==> config.mk <==
export PLATFORM = sky130hd
export DESIGN_NAME = rx_line_decoder
export DESIGN_NICKNAME = d
export VERILOG_FILES = /design/src/rtl/rx_line_decoder.sv
export SDC_FILE = /design/constraint.sdc
export NUM_CORES = 1
export LEC_CHECK = 0
export ABC_AREA = 1
export BUFFER_PORTS_ARGS = -buffer_cell sky130_fd_sc_hd__buf_2
export CAP_MARGIN = 10
export CORE_MARGIN = 2
export CORE_UTILIZATION = 61
export CTS_CLUSTER_DIAMETER = 40
export DETAILED_ROUTE_END_ITERATION = 16
export GPL_ROUTABILITY_DRIVEN = 1
export MAX_ROUTING_LAYER = met4
export PLACE_DENSITY = 0.84
export SLEW_MARGIN = 20
export SYNTH_ARGS = -nofsm -noshare
export SYNTH_HDL_FRONTEND = slang
export SYNTH_SLANG_ARGS = --single-unit
==> constraint.sdc <==
create_clock -name clk -period 2.2 [get_ports clk]
set_input_delay 0 -clock clk [delete_from_list [all_inputs] [get_ports clk]]
set_output_delay 0 -clock clk [all_outputs]
set_load 0.02 [all_outputs]
==> src/rtl/rx_line_decoder.sv <==
module rx_line_decoder #(
  parameter int CNT_W = 16
) (
  input  logic             clk,
  input  logic             rst_n,
  input  logic             rail_p,
  input  logic             rail_n,
  input  logic             nrz_en,
  input  logic             ami_en,
  input  logic             hdb3_sel,
  input  logic             cnt_latch,
  output logic             data_out,
  output logic             lcv_pulse,
  output logic [CNT_W-1:0] cnt_hold
);
  localparam int DEPTH = 4;
  localparam logic [CNT_W-1:0] CNT_MAX = '1;

  logic [DEPTH-1:0] mark_q;
  logic             last_neg_q;
  logic             seen_q;
  logic [CNT_W-1:0] cnt_q;

  logic             single, both, viol, subst_ok, lcv_evt, in_bit;
  logic [CNT_W-1:0] cnt_inc;

  assign single   = rail_p ^ rail_n;
  assign both     = rail_p & rail_n;
  assign viol     = !nrz_en && single && seen_q && (rail_n == last_neg_q);
  // a violation after enough spaces closes a substitution code
  assign subst_ok = viol && !ami_en && !mark_q[0] && (!hdb3_sel || !mark_q[1]);
  assign lcv_evt  = nrz_en ? rail_n : (both || (viol && !subst_ok));
  assign in_bit   = nrz_en ? rail_p : ((rail_p | rail_n) && !subst_ok);
  assign cnt_inc  = (lcv_evt && cnt_q != CNT_MAX) ? cnt_q + 1'b1 : cnt_q;
  assign data_out = mark_q[DEPTH-1];

  always_ff @(posedge clk) begin
    if (!rst_n) begin
      mark_q     <= '0;
      last_neg_q <= 1'b0;
      seen_q     <= 1'b0;
      lcv_pulse  <= 1'b0;
      cnt_q      <= '0;
      cnt_hold   <= '0;
    end else begin
      mark_q[0] <= in_bit;
      mark_q[1] <= mark_q[0];
      mark_q[2] <= mark_q[1] && !(subst_ok && !hdb3_sel);
      mark_q[3] <= mark_q[2] && !(subst_ok && hdb3_sel);
      if (single && !nrz_en) begin
        last_neg_q <= rail_n;
        seen_q     <= 1'b1;
      end
      lcv_pulse <= lcv_evt;
      if (cnt_latch) begin
        cnt_hold <= cnt_inc;
        cnt_q    <= '0;
      end else begin
        cnt_q <= cnt_inc;
      end
    end
  end
endmodule


# Word level (Yosys, flattened, before mapping)
# Index checks and enable logic that the tools add are counted.
# word_totals
regBits,39
elab_cells,40
# classes
add_sub_neg,1
eq_ne,2
muxes,3
bitwise_logic,4
n_reduce_logical,24
# op_table
cell,count
$add A16 B1 Y16 const B,1
$mux W16,1
$ne A16 B16 Y1 const B,1
$logic_and A1 B1 Y1,13
$logic_not A1 Y1,8
$logic_or A1 B1 Y1,2
$mux W1,2
$reduce_or A2 Y1,1
$and A1 B1 Y1,1
$eq A1 B1 Y1,1
$not A1 Y1,1
$or A1 B1 Y1,1
$xor A1 B1 Y1,1

# Logic depth before layout (Yosys ltp)
# logic_depth
depth_word,13
ltp_mapped,13

# Worst setup path before layout
# No wires, ideal clock.
# synth_path
kind,reg2reg
startpoint,reg cnt_q[0]
endpoint,reg cnt_hold[6]
arrival_time_ps,1390
slack_ps,697
path_stages_with_launch,12
n_path_buf,1
period_less_slack_ps,1503
path_cell_list,dfxtp_1 ha_1 nand2_1 nor2_2 nand3_1 nor2_2 nor2_2 buf_6 nand2_2 nand2_1 nand2_1 nand2_1
# synth_between
elab_chain_cells,3
elab_cells_between_ends,4
classes_between,add/sub (1); eq/ne (1); mux (1); reduce/logical (1)
# synth_rtl
element,line_no,source
start: declaration,22,logic [CNT_W-1:0] cnt_q;
start signal: assignment,59,cnt_q <= cnt_inc;
branches (longest 2 deep; another with $add A16 B1 Y16),n/a,
$mux W16 (*),34,assign cnt_inc = (lcv_evt && cnt_q != CNT_MAX) ? cnt_q + 1'b1 : cnt_q;
end signal: assignment,56,cnt_hold <= cnt_inc;
end: declaration,14,output logic [CNT_W-1:0] cnt_hold
# Every way passes the cells marked *.
# A chain may end at the register's enable or synchronous reset.

# Worst setup path in the final report
# layout_path
startpoint,in rail_n
endpoint,reg cnt_hold[8]
# layout_between
elab_chain_cells,13
elab_cells_between_ends,15
classes_between,eq/ne (1); mux (2); bitwise (2); reduce/logical (10)
# layout_rtl
element,line_no,source
start: declaration,7,"input logic rail_n,"
$xor A1 B1 Y1,27,assign single = rail_p ^ rail_n;
$logic_and A1 B1 Y1 (3 in series),29,assign viol = !nrz_en && single && seen_q && (rail_n == last_neg_q);
$logic_and A1 B1 Y1 (3 in series),31,assign subst_ok = viol && !ami_en && !mark_q[0] && (!hdb3_sel || !mark_q[1]);
$logic_not A1 Y1,32,assign lcv_evt = nrz_en ? rail_n : (both || (viol && !subst_ok));
$logic_and A1 B1 Y1,32,
$logic_or A1 B1 Y1,32,
$mux W1 (*),32,
$logic_and A1 B1 Y1 (*),34,
$mux W16 (*),34,
# Every way passes the cells marked *; elsewhere a longest branch is shown, timed or not.

==> impl_metrics.yaml <==
outcome:
  status: "finished clean"
logic_synthesis:
  synthArstFlopShare_pct: 0
  syn_inst: 272
  synth-seq-cells: 39
  seq_area_frac_synth_pct: 41.00
  yosysWarnings: 0
  synth-edff-count: 0
  synth_flop_cell: "dfxtp_1"
  synth_cell_types: 26
  avgSynthCellArea_sq_um: 7.001
  synth_nets: 283
  syn_area_sq_um: 1904
die:
  die_x_microns: 59.88
  rows: 20
  start_util_pct: 63.42
  die_h_microns: 59.88
  top_level_ports: 26
  dieArea_sq_um: 3585
  core-area_sq_um: 3003
power:
  p_sw_w: 0.0003207
  power_frac_seq_pct: 53.8
  combPwrFrac_pct: 8.5
  internal-power_w: 0.001024
  clkPwrFrac_pct: 37.6
  leakagePower_nw: 1.102
  switching_share_pct: 23.85
  power_density_nw_per_um2: 615.6
  vdd.ir_drop.worst_mv: 0.4317
global_routing:
  grt_first_pass_wirelength_mm: 6.603
  groute.usage.overall_pct: 24.93
  grt_max_degree: 17
  grt_overflow: 0
  antenna_found_initial: 0
  grt_pass1_vias: 1574
setup_path:
  crit_top_cell: "nand2_1"
  arrival_ns: 2.16
  rr_startpoint: "cnt_q[0]"
  critPathRequiredTime_ns: 2.50
  endpoint_kind: "flip-flop"
  critPathMaxFanout: 12
  slowest_stage: "dlygate4sd3_1"
  cp_num_buf_inv: 3
  slowest_delay_ns: 0.52
  critPathKind: "primary input to flip-flop"
  worstSetupStartpointType: "primary input"
  critPathLaunch: "rail_n"
  cpLargestDelayFamily: "simple AND/OR/NAND/NOR gates"
  path_cells: "dlygate4sd3_1, buf_2, inv_1, ha_1, nand2_2, nor2_4, nand3_2, nand2_4, nand2_2, nor2_4, nand2_1, nand2_1, nand2_1, nand2_1"
clocking:
  insertion_delay_ns: 0.35
  path_clk_slew_ns: 0.12
  htree_num_levels: 2
  clock_sinks: 39
  cts_buffers: 5
  tritoncts: "done"
  cts_setup_buffers: 0
  clockRootBuffer: "clkbuf_4"
  cts_max_path_buffers: 2
placed_design:
  dp_slack_ns: 0.2841
  portBuffers: 25
  gp_congestion: 0.8809
  dp_hpwl_mm: 2.754
route:
  ant_nets: 0
  wl_per_cell_microns: 11.50
  num_vias: 1747
  drc: 0
  drtIter0Drc: 81
  routed_via_density: 5.153
  first_pass_iters: 4
  wl_mm: 3.899
finish:
  synthToLayoutAreaGrowth_pct: 14.72
  layout.nets: 316
  final_common_cell: "nand2_1"
  layout_common_cells: "nand2_1, dfxtp_1, buf_2, inv_1"
  drive_gt1_share_pct: 19.28
  n_antenna_cell: 0
sta:
  max_freq_mhz: 538.8
  finClkSkew_ns: 0.004567
  setup_ws_ns: 0.3439
  setup_viol: 0
  slew_headroom_pct: 64.33
  fin_crit_sh_pct: 84.37
  layout_min_cycle_time_ns: 1.856
  hold_viol: 0
  slew_violations: 0
  tightest_slew_ns: 0.5345
  setup_tns_ns: 0
  rsz0062_at_grt: "false"
min_path:
  hold_path_class: "primary input to flip-flop"
  hold_start: "nrz_en"
flow_run:
  cap_violations: 0
==> per-layer routing <==
layer	track usage, %	wire (microns)	vias to the layer above
met5	-	0	-
met4	8.571	57	0
met3	6.494	139	8
met2	40.68	1888	26
met1	29.66	1814	791
li1	-	-	922
==> path summary, 6_finish.rpt <==
path                 end  slack (ns)  cells past startpoint
max reg2reg  cnt_hold[8]        0.54                     10
max          cnt_hold[8]        0.34                     14
min           last_neg_q        0.04                      4
min reg2reg    mark_q[1]        0.44                      2
==> timing repair <==
| item | 4_1_cts | 5_1_grt |
|---|---|---|
| hold endpoints to repair | 5 | 0 |
| hold buffers | 5 | 0 |
| gates resized for setup | 0 | 1 |
| endpoints found under the setup margin | 0 | 10 |
==> tightest hold or removal path, stage by stage <==
cell and delay [ns]:
buf_2 0.13, inv_2 0.04, nand2_2 0.10, a21oi_1 0.07
==> cells in the mapped netlist, drive strengths merged, types with 2 or more instances <==
| cell | n | area [sq um] |
|---|---|---|
| nand2 | 128 | 523.0 |
| buf | 3 | 27.52 |
| a21oi | 16 | 80.08 |
| nand4 | 8 | 50.05 |
| o21ai | 3 | 15.01 |
| xor2 | 4 | 35.03 |
| nand3 | 11 | 72.57 |
| inv | 22 | 82.58 |
| nor2 | 22 | 102.6 |
| ha | 3 | 37.54 |
| xnor2 | 5 | 43.79 |
| clkbuf | 2 | 7.510 |
| o211ai | 2 | 15.01 |
| dfxtp | 39 | 780.8 |
==> per-stage QoR <==
step                      total power, W  hold slack [ns]  utilization (%)  std cells  cell area [sq um]
after global routing            0.001387          0.04957            72.75        339               2185
final                           0.001345          0.03824            72.75        339               2185
after floorplan                0.0008196          0.09763                -        272               1904
after CTS                       0.001347          0.03678            72.58        339               2180
after global placement         0.0008435           0.2647            68.04        326               2043
after detailed placement       0.0008455           0.2726            68.04        326               2043
==> state kept, by name, indices dropped and copies added (netlist names) <==
signal      flops
seen_q          1
last_neg_q      1
lcv_pulse       1
cnt_q          16
mark_q          4
cnt_hold       16
==> cells by family (layout without fill, tap and decap cells) <==
| group | Yosys count | count (layout) | synth area share (%) |
|---|---|---|---|
| buffers and inverters | 27 | 61 | 6.176 |
| DFF | 39 | 39 | 41.00 |
| AOI/OAI and AO/OA | 22 | 22 | 6.176 |
| and+or+nand+nor | 172 | 172 | 40.54 |
| xor gates and xnor gates | 9 | 9 | 4.139 |
| adders and majority gates | 3 | 3 | 1.971 |
==> area by class of cell <==
cell class | instances | area [sq um]
clock buffer | 6 | 51.30
clock inverter | 2 | 35.03
fill | 278 | 818.3
inverter | 22 | 82.58
multi-input combinational | 206 | 1011
sequential | 39 | 780.7
tap | 33 | 41.29
timing repair buffer | 31 | 182.7
==> power by group through the flow <==
stage                     Sequential (W)  Combinational [W]  Clock (W)
after detailed placement        0.000740           0.000106          0
after CTS                       0.000724           0.000113   0.000510
after global routing            0.000726           0.000128   0.000534
after floorplan                 0.000745          0.0000748          0
final                           0.000724           0.000114   0.000506
after global placement          0.000739           0.000104          0
Note: power is estimated with default switching activity, not from simulation.
